$ cat src/rtl/dma_rdy_pkg.sv
// Package: shared types and helpers for the DMA ready generator.
// Assumes FIFO depth is a multiple of 4 and at least 4.
package dma_rdy_pkg;

    // Effective transfer mode after FIFO-enable qualification.
    typedef enum logic {
        XFER_SINGLE = 1'b0,
        XFER_BURST  = 1'b1
    } xfer_mode_e;

    // Receive trigger level (in bytes) for a given select code and depth.
    function automatic int unsigned trig_bytes(input logic [1:0] sel, input int unsigned depth);
        case (sel)
            2'b00:   return 1;
            2'b01:   return depth / 4;
            2'b10:   return depth / 2;
            default: return depth - 2;
        endcase
    endfunction

endpackage

$ cat src/rtl/dma_rdy_mode_sel.sv
// Module: dma_rdy_mode_sel
// Qualifies the burst-mode bit with FIFO enable. Burst signalling is only
// legal when FIFOs are on; otherwise single-transfer is forced.
module dma_rdy_mode_sel
    import dma_rdy_pkg::*;
(
    input  logic       fifo_en,
    input  logic       burst_mode,
    output xfer_mode_e mode
);

    // Combine the enable and the mode request into one effective mode.
    always_comb begin
        mode = (fifo_en && burst_mode) ? XFER_BURST : XFER_SINGLE;
    end

endmodule

$ cat src/rtl/dma_rdy_trig_dec.sv
// Module: dma_rdy_trig_dec
// Decodes the 2-bit trigger select into a byte threshold sized to the
// count width. Assumes DEPTH fits in CW bits.
module dma_rdy_trig_dec
    import dma_rdy_pkg::*;
#(
    parameter int DEPTH = 16,
    parameter int CW    = $clog2(DEPTH + 1)
) (
    input  logic [1:0]    sel,
    output logic [CW-1:0] level
);

    // Map the select code to a threshold count.
    always_comb begin
        level = CW'(trig_bytes(sel, DEPTH));
    end

endmodule

$ cat src/rtl/dma_rdy_rx.sv
// Module: dma_rdy_rx
// Registered receive-ready generator. Single mode: active while any byte
// waits. Burst mode: set at trigger or on timeout, cleared only when empty.
// Assumes rx_count never exceeds DEPTH.
module dma_rdy_rx
    import dma_rdy_pkg::*;
#(
    parameter int CW = 5
) (
    input  logic          clk,
    input  logic          rst_n,
    input  xfer_mode_e    mode,
    input  logic [CW-1:0] count,
    input  logic [CW-1:0] level,
    input  logic          timeout,
    output logic          ready_n
);

    logic empty;
    logic reached;
    logic next_n;

    // Classify occupancy against empty and the trigger threshold.
    always_comb begin
        empty   = (count == '0);
        reached = (count >= level) || timeout;
    end

    // Choose the next output level from mode and occupancy.
    always_comb begin
        next_n = ready_n;
        if (mode == XFER_SINGLE) begin
            next_n = empty;
        end else if (empty) begin
            next_n = 1'b1;
        end else if (reached) begin
            next_n = 1'b0;
        end
    end

    // Hold the request line; reset to inactive.
    always_ff @(posedge clk) begin
        if (!rst_n) ready_n <= 1'b1;
        else        ready_n <= next_n;
    end

endmodule

$ cat src/rtl/dma_rdy_tx.sv
// Module: dma_rdy_tx
// Registered transmit-ready generator. Single mode: active only when the
// transmit side is empty. Burst mode: active from empty until full.
// Assumes tx_count never exceeds DEPTH.
module dma_rdy_tx
    import dma_rdy_pkg::*;
#(
    parameter int DEPTH = 16,
    parameter int CW    = $clog2(DEPTH + 1)
) (
    input  logic          clk,
    input  logic          rst_n,
    input  xfer_mode_e    mode,
    input  logic [CW-1:0] count,
    output logic          ready_n
);

    localparam logic [CW-1:0] FULL_CNT = CW'(DEPTH);

    logic empty;
    logic full;
    logic next_n;

    // Classify occupancy at both ends of the FIFO.
    always_comb begin
        empty = (count == '0);
        full  = (count >= FULL_CNT);
    end

    // Choose the next output level from mode and occupancy.
    always_comb begin
        next_n = ready_n;
        if (mode == XFER_SINGLE) begin
            next_n = !empty;
        end else if (empty) begin
            next_n = 1'b0;
        end else if (full) begin
            next_n = 1'b1;
        end
    end

    // Hold the request line; reset to active (FIFO starts empty).
    always_ff @(posedge clk) begin
        if (!rst_n) ready_n <= 1'b0;
        else        ready_n <= next_n;
    end

endmodule

$ cat src/rtl/dma_ready_gen.sv
// Module: dma_ready_gen (top)
// Generates the active-low receive and transmit DMA request lines from
// FIFO occupancy, configuration and the receive timeout flag.
// Assumes counts are driven by FIFOs of depth DEPTH in the same clock domain.
module dma_ready_gen
    import dma_rdy_pkg::*;
#(
    parameter  int DEPTH = 16,
    localparam int CW    = $clog2(DEPTH + 1)
) (
    input  logic          clk,
    input  logic          rst_n,
    input  logic          fifo_en,
    input  logic          burst_mode,
    input  logic [1:0]    trigger_sel,
    input  logic [CW-1:0] rx_count,
    input  logic [CW-1:0] tx_count,
    input  logic          rx_timeout,
    output logic          rx_ready_n,
    output logic          tx_ready_n
);

    xfer_mode_e    mode;
    logic [CW-1:0] rx_level;

    dma_rdy_mode_sel u_mode (
        .fifo_en    (fifo_en),
        .burst_mode (burst_mode),
        .mode       (mode)
    );

    dma_rdy_trig_dec #(.DEPTH(DEPTH), .CW(CW)) u_trig (
        .sel   (trigger_sel),
        .level (rx_level)
    );

    dma_rdy_rx #(.CW(CW)) u_rx (
        .clk     (clk),
        .rst_n   (rst_n),
        .mode    (mode),
        .count   (rx_count),
        .level   (rx_level),
        .timeout (rx_timeout),
        .ready_n (rx_ready_n)
    );

    dma_rdy_tx #(.DEPTH(DEPTH), .CW(CW)) u_tx (
        .clk     (clk),
        .rst_n   (rst_n),
        .mode    (mode),
        .count   (tx_count),
        .ready_n (tx_ready_n)
    );

endmodule

$ cat config.mk
export PLATFORM = sky130hd
export DESIGN_NAME = dma_ready_gen
export DESIGN_NICKNAME = d
export VERILOG_FILES = /design/src/rtl/dma_rdy_pkg.sv /design/src/rtl/dma_rdy_mode_sel.sv /design/src/rtl/dma_rdy_trig_dec.sv /design/src/rtl/dma_rdy_rx.sv /design/src/rtl/dma_rdy_tx.sv /design/src/rtl/dma_ready_gen.sv
export SDC_FILE = /design/constraint.sdc
export NUM_CORES = 1
export LEC_CHECK = 0
export ABC_AREA = 1
export BUFFER_PORTS_ARGS = -buffer_cell sky130_fd_sc_hd__buf_4
export CAP_MARGIN = 20
export CORE_AREA = 2 2 39 41
export CTS_CLUSTER_DIAMETER = 50
export DETAILED_ROUTE_END_ITERATION = 7
export DIE_AREA = 0 0 41 43
export GPL_TIMING_DRIVEN = 1
export PLACE_DENSITY = 0.38
export RECOVER_POWER = 25
export SYNTH_ARGS = -nofsm -noshare
export SYNTH_HDL_FRONTEND = slang
export SYNTH_SLANG_ARGS = --single-unit
$ cat constraint.sdc
create_clock -name clk -period 1.66 [get_ports clk]
set_input_delay 0.166 -clock clk [delete_from_list [all_inputs] [get_ports clk]]
set_output_delay 0.166 -clock clk [all_outputs]
set_load 0.02 [all_outputs]
==> flow_summary.toml, run 1 <==
[run_status]
status = "complete, no violations"

[min_path]
min_path_cells = 4
hp-class = "in -> reg"

[synthesis]
synth_cell_types = 9
ys_top_cells_by_count = "nand2_1 (12), inv_1 (9), ha_1 (4), nor2_1 (4)"
synth.area.top_cells = "ha_1 (23%), nand2_1 (21%), dfxtp_1 (18%)"
synthCells = 36
synth_top_area_share_pct = 22.9
synth_most_common_cell = "nand2_1"
syn_area_per_cell_sq_um = 6.08
synthFlopType = "dfxtp_1"
yosysSeqAreaShare_pct = 18.3
ys_warn_count = 0
ys_ff_latch = 2
synth_nets = 57
synth_edf_count = 0
synthArstFlopShare_pct = 0
yosysTopAreaCell = "ha_1"
netlist_area_sq_um = 219

[floorplan]
die_y_microns = 43
core_area_sq_mm = 0.00138
die_area_sq_mm = 0.00176
rows = 14
start_util_pct = 15.8
pin_count = 19
die_w_microns = 41

[sta]
fmax_ghz = 1.14
hold_viol = 0
maxSlewHeadroom_pct = 87.6
finalCritPeriodShare_pct = 52.8
setup-tns-final_ns = 0
min_period_ns = 0.876
drv_slew = 0
hold_ws_ns = 0.204
worst_pin_slew_ns = 0.184
finalSetupViolCount = 0
grt_setup_unrepaired = "no"
fin_worst_skew_ns = 0

[critical_path]
startpoint_type = "primary input"
critical_path_class = "in -> reg"
worstPathArrival_ns = 1.04
max_stage_delay_ns = 0.23
ff2ff_path_depth = 4
slowest_stage = "ha_1"
path_cells = "buf_4 > nor2_1 > ha_1 > inv_1 > nand2_1 > nand2_1 > nand2_1 > nand2_1 > nand2_1 > nand2_1 > nand2_1 > nand2_1"
end_kind = "flip-flop"
cp_data_required_time_ns = 1.83
path_common_cell = "nand2_1"
path_max_fanout = 3

[route]
wl_per_cell_microns = 7.78
drc = 0
dr.pass1.iters = 2
via_per_inst = 3.75
drtIter0Drc = 1
totalWireLength_microns = 568
drtAntennaViolNets = 0
vias = 274

[clock_tree]
post_cts_buffers = 0
clk_pin_slew_ns = 0.03
cts.sink_count = 2
cts_max_level = 1
insertion_delay_ns = 0.22
cts-root-to-sink-buffers = 2
ctsResizeCount = 0
cts_inserted_buffers = 3
cts-hold-fix-buffers = 0
tritoncts = "done"
cts-root-buf = "clkbuf_4"

[power]
power_density_mw_per_mm2 = 579
p_leak_nw = 0.235
power.share.combinational_pct = 29.9
p_int_mw = 0.172
p_sw_mw = 0.0581
seqPwrFrac_pct = 23.2
p_clk_share_pct = 46.9
sw_frac_of_total_pct = 25.3
ir_worst_vdd_v = 0.000239

[global_routing]
grt_usage_pct = 8.19
grt_pass1_wl_microns = 883
grt_pass1_vias = 252
grt_start_max_net_pins = 4
antenna_found_initial = 0
gr-total-overflow = 0

[cells_and_area]
drive_above_1_share_pct = 38.6
antennaDiodeCount = 0
multi_input_area_sq_um = 145
seq_area_sq_um = 40.0
syn_to_final_growth_pct = 81.1
fillers = 164
layout.nets = 80

[place]
dp_hpwl_microns = 498
io_buffer_count = 18
gp_congestion = 0.648

[flow_run]
drv_cap = 0
==> through the flow <==
| step | instances | worst slack, ns | utilization, % | cell area (sq um) | total power, mW |
|---|---|---|---|---|---|
| after global routing | 73 | 0.632 | 28.7 | 397 | 0.254 |
| after global placement | 70 | 0.515 | 27.0 | 374 | 0.125 |
| after detailed placement | 70 | 0.534 | 27.0 | 374 | 0.124 |
| final | 73 | 0.784 | 28.7 | 397 | 0.230 |
| after floorplan | 36 | 0.737 | - | 219 | 0.0830 |
| after CTS | 73 | 0.770 | 28.7 | 397 | 0.239 |
==> critical path: cells and delay by family <==
| kind | cells | cell delay [ns] |
|---|---|---|
| adders and majority gates | 1 | 0.23 |
| buffers and inverters | 2 | 0.17 |
| and+or+nand+nor | 9 | 0.47 |
==> final cells by class <==
class / instances / area share, %
Multi-Input combinational cell: 25 / 36.6
Timing Repair Buffer: 18 / 34.1
Sequential cell: 2 / 10.1
Inverter: 9 / 8.52
Clock buffer: 3 / 5.68
Tap cell: 16 / 5.05
==> cells in the final DEF (no fill, tap or decap), drive strengths merged <==
master and count:
dfxtp 2, nand2 12, o21ai 2, buf 18, nor4 1, nor2 4, clkbuf 3, ha 4
a21boi 1, nand3 1, inv 9
==> worst paths after layout <==
check	start	slack, ns	endpoint
max	trigger_sel[1]	0.78	u_rx.ready_n$_SDFFE_PN1P_
min	rx_timeout	0.20	u_rx.ready_n$_SDFFE_PN1P_
max reg2reg	u_rx.ready_n$_SDFFE_PN1P_	0.97	u_rx.ready_n$_SDFFE_PN1P_
min reg2reg	u_rx.ready_n$_SDFFE_PN1P_	0.56	u_rx.ready_n$_SDFFE_PN1P_
==> routing by layer <==
| metal | vias up | part of all wire (%) | GRT usage [%] | routed length (microns) |
|---|---|---|---|---|
| li1 | 151 | - | - | - |
| met1 | 106 | 37 | 6.33 | 211 |
| met2 | 17 | 44 | 12.2 | 248 |
| met3 | 0 | 19 | 7.33 | 109 |
| met4 | 0 | 0 | 6.00 | 0 |
| met5 | - | 0 | 0 | 0 |
==> power groups by stage <==
stage                     combinational (mW)  sequential [mW]  clock (mW)
final                                 0.0687           0.0533       0.108
after global routing                  0.0787           0.0536       0.122
after CTS                             0.0705           0.0533       0.115
after detailed placement              0.0702           0.0539           0
after global placement                0.0705           0.0541           0
after floorplan                       0.0250           0.0580           0
==> cells by family (layout without fill, tap and decap cells) <==
group | Yosys count | after routing | synth area share, %
DFF | 2 | 2 | 18.3
and+or+nand+nor | 18 | 18 | 35.4
adders and majority gates | 4 | 4 | 22.9
buffers and inverters | 9 | 30 | 15.4
AOI/OAI and AO/OA | 3 | 3 | 8.00
==> sequential cells by signal, summed over array words and instances (netlist names) <==
signal / cells
u_tx.ready_n: 1
u_rx.ready_n: 1
Power figures use the tool's default switching activity.
==> run 2, diff against run 1 <==
--- a/config.mk
+++ b/config.mk
@@ -5,7 +5,7 @@
 export SDC_FILE = /design/constraint.sdc
 export NUM_CORES = 1
 export LEC_CHECK = 0
-export ABC_AREA = 1
+export ABC_AREA = 0
 export BUFFER_PORTS_ARGS = -buffer_cell sky130_fd_sc_hd__buf_4
 export CAP_MARGIN = 20
 export CORE_AREA = 2 2 39 41
==> constraint.sdc (replaced) <==
create_clock -name clk -period 0.8 [get_ports clk]
set_input_delay 0.08 -clock clk [delete_from_list [all_inputs] [get_ports clk]]
set_output_delay 0.08 -clock clk [all_outputs]
set_load 0.02 [all_outputs]
==> flow_summary.toml, run 2 <==
[synthesis]
ys_top_cells_by_count = "ha_1 (4), inv_1 (4), dfxtp_1 (2), nand2_1 (2), nor4_1 (2)"
synth.area.top_cells = "ha_1 (25%), dfxtp_1 (20%), nor4b_4 (12%)"
ys_ff_latch = 2
netlist_area_sq_um = 199
yosysSeqAreaShare_pct = 20.1
synth_cell_types = 14
synthArstFlopShare_pct = 0
ys_warn_count = 0
syn_area_per_cell_sq_um = 8.65
yosysTopAreaCell = "ha_1"
synth_edf_count = 0
synthCells = 23
synthFlopType = "dfxtp_1"
synth_nets = 44
synth_top_area_share_pct = 25.2

[cells_and_area]
antennaDiodeCount = 0
layout.nets = 68
syn_to_final_growth_pct = 115
reg_top3 = "u_rx.ready_n x1, u_tx.ready_n x1"
final_common_cell = "buf_4"
layoutNonFillerInstCount = 61
layout_common_cells = "buf_4 (17), inv_1 (3), ha_1 (3), clkbuf_4 (3)"
drive_above_1_share_pct = 62.2
fillers = 156

[critical_path]
ff2ff_path_depth = 3
slowest_stage = "ha_4"
timing.rr.start = "u_rx.ready_n$_SDFFE_PN1P_"
critical_path_class = "in -> reg"
path_max_fanout = 3
regToRegSetupSlack_ns = 0.04
cp_data_required_time_ns = 0.96
end_kind = "flip-flop"
path_cells = "buf_8 > nor2_4 > ha_4 > nand2b_4 > a211oi_2 > o2111ai_1 > nand3_1"
max_stage_delay_ns = 0.20
r2r_end = "u_rx.ready_n$_SDFFE_PN1P_"
startpoint_type = "primary input"
worstPathArrival_ns = 1.01

[route]
drtAntennaViolNets = 0
wl_per_cell_microns = 10.5
vias = 260
drc = 0
totalWireLength_microns = 643
via_per_inst = 4.26
drtIter0Drc = 0
dr.pass1.iters = 1

[power]
total_power_mw = 0.503
p_leak_nw = 0.207
power_density_mw_per_mm2 = 1180
ir_worst_vdd_v = 0.000308

[clock_tree]
cts-hold-fix-buffers = 0
insertion_delay_ns = 0.22
cts-root-buf = "clkbuf_4"
post_cts_buffers = 0
ctsResizeCount = 5
tritoncts = "done"
cts.sink_count = 2
cts-root-to-sink-buffers = 2
cts_inserted_buffers = 3
clk_pin_slew_ns = 0.03
cts_max_level = 1

[sta]
fmax_ghz = 1.18
grt_setup_unrepaired = "yes"
maxSlewHeadroom_pct = 83.8
setup_ws_ns = -0.0495
fin_worst_skew_ns = 0
min_period_ns = 0.850
hold_viol = 0
finalCritPeriodShare_pct = 106
finalSetupViolCount = 1
worst_pin_slew_ns = 0.240
drv_slew = 0

[min_path]
holdPathEnd = "u_rx.ready_n$_SDFFE_PN1P_"
worstHoldStart = "rst_n"
hp-class = "in -> reg"
min_path_cells = 2

[global_routing]
grt_start_max_net_pins = 4
grt_pass1_wl_microns = 966
grt_usage_pct = 8.51
gr-total-overflow = 0
antenna_found_initial = 0
grt_pass1_vias = 271

[floorplan]
rows = 14
die_w_microns = 41
core_area_sq_mm = 0.00138
die_area_sq_mm = 0.00176
pin_count = 19
start_util_pct = 14.4
die_y_microns = 43

[place]
gp_congestion = 0.641
dp_hpwl_microns = 567
place_ws_ns = -0.371
dp_cells = 58
io_buffer_count = 18

[flow_run]
drv_cap = 0

[run_status]
failed_checks = "setup timing"
status = "finished with violations"
[run 2: layer usage]
metal,wire [microns],GRT usage [%]
met3,110,2.09
met2,283,14.1
met4,17,8.00
met5,0,0
met1,231,7.64
[run 2: critical path, delay by kind of cell]
kind | cells | cell delay, ns
and+or+nand+nor | 3 | 0.32
AOI/OAI and AO/OA | 2 | 0.31
adders and majority gates | 1 | 0.20
buffers and inverters | 1 | 0.10
[run 2: cells by family (layout without fill, tap and decap cells)]
group                      count (synthesis)  in the layout  share of synthesized area (%)
adders and majority gates                  4              4                           25.2
and+or+nand+nor                            8              8                           29.6
buffers and inverters                      4             26                           7.54
DFF                                        2              2                           20.1
AOI/OAI and AO/OA                          5              5                           17.6
[run 2: how the worst max path moves through the flow]
stage | start | to | cells past startpoint
after floorplan | trigger_sel[1] | u_rx.ready_n$_SDFFE_PN1P_ | 6
after global placement | trigger_sel[1] | u_rx.ready_n$_SDFFE_PN1P_ | 7
after detailed placement | trigger_sel[1] | u_rx.ready_n$_SDFFE_PN1P_ | 7
after CTS | trigger_sel[1] | u_rx.ready_n$_SDFFE_PN1P_ | 7
after global routing | trigger_sel[1] | u_rx.ready_n$_SDFFE_PN1P_ | 7
final | trigger_sel[1] | u_rx.ready_n$_SDFFE_PN1P_ | 7
[run 2: per-stage QoR]
stage / setup TNS [ns] / cell area (sq um) / hold WS (ns) / util, %
6_report: -0.0495 / 428 / 0.0737 / 30.9
3_3_place_gp: -0.385 / 369 / 0.311 / 26.7
5_1_grt: -0.0753 / 428 / 0.0790 / 30.9
4_1_cts: -0.0581 / 415 / 0.0754 / 30.0
2_1_floorplan: -0.131 / 206 / 0.165 / -
3_5_place_dp: -0.415 / 369 / 0.310 / 26.7
[run 2: cell type report]
cell class | instances | area, sq um | share of cell area, %
Multi-Input combinational cell | 17 | 176 | 41.2
Timing Repair Buffer | 19 | 154 | 36.0
Sequential cell | 2 | 40.0 | 9.36
Clock buffer | 3 | 22.5 | 5.26
Tap cell | 16 | 20.0 | 4.68
Inverter | 4 | 15.0 | 3.51
[run 2: report_power, final]
part / internal [mW] / switching [mW] / total, mW
combinational: 0.106 / 0.0669 / 0.173
sequential: 0.108 / 0.00344 / 0.111
clock: 0.165 / 0.0543 / 0.219
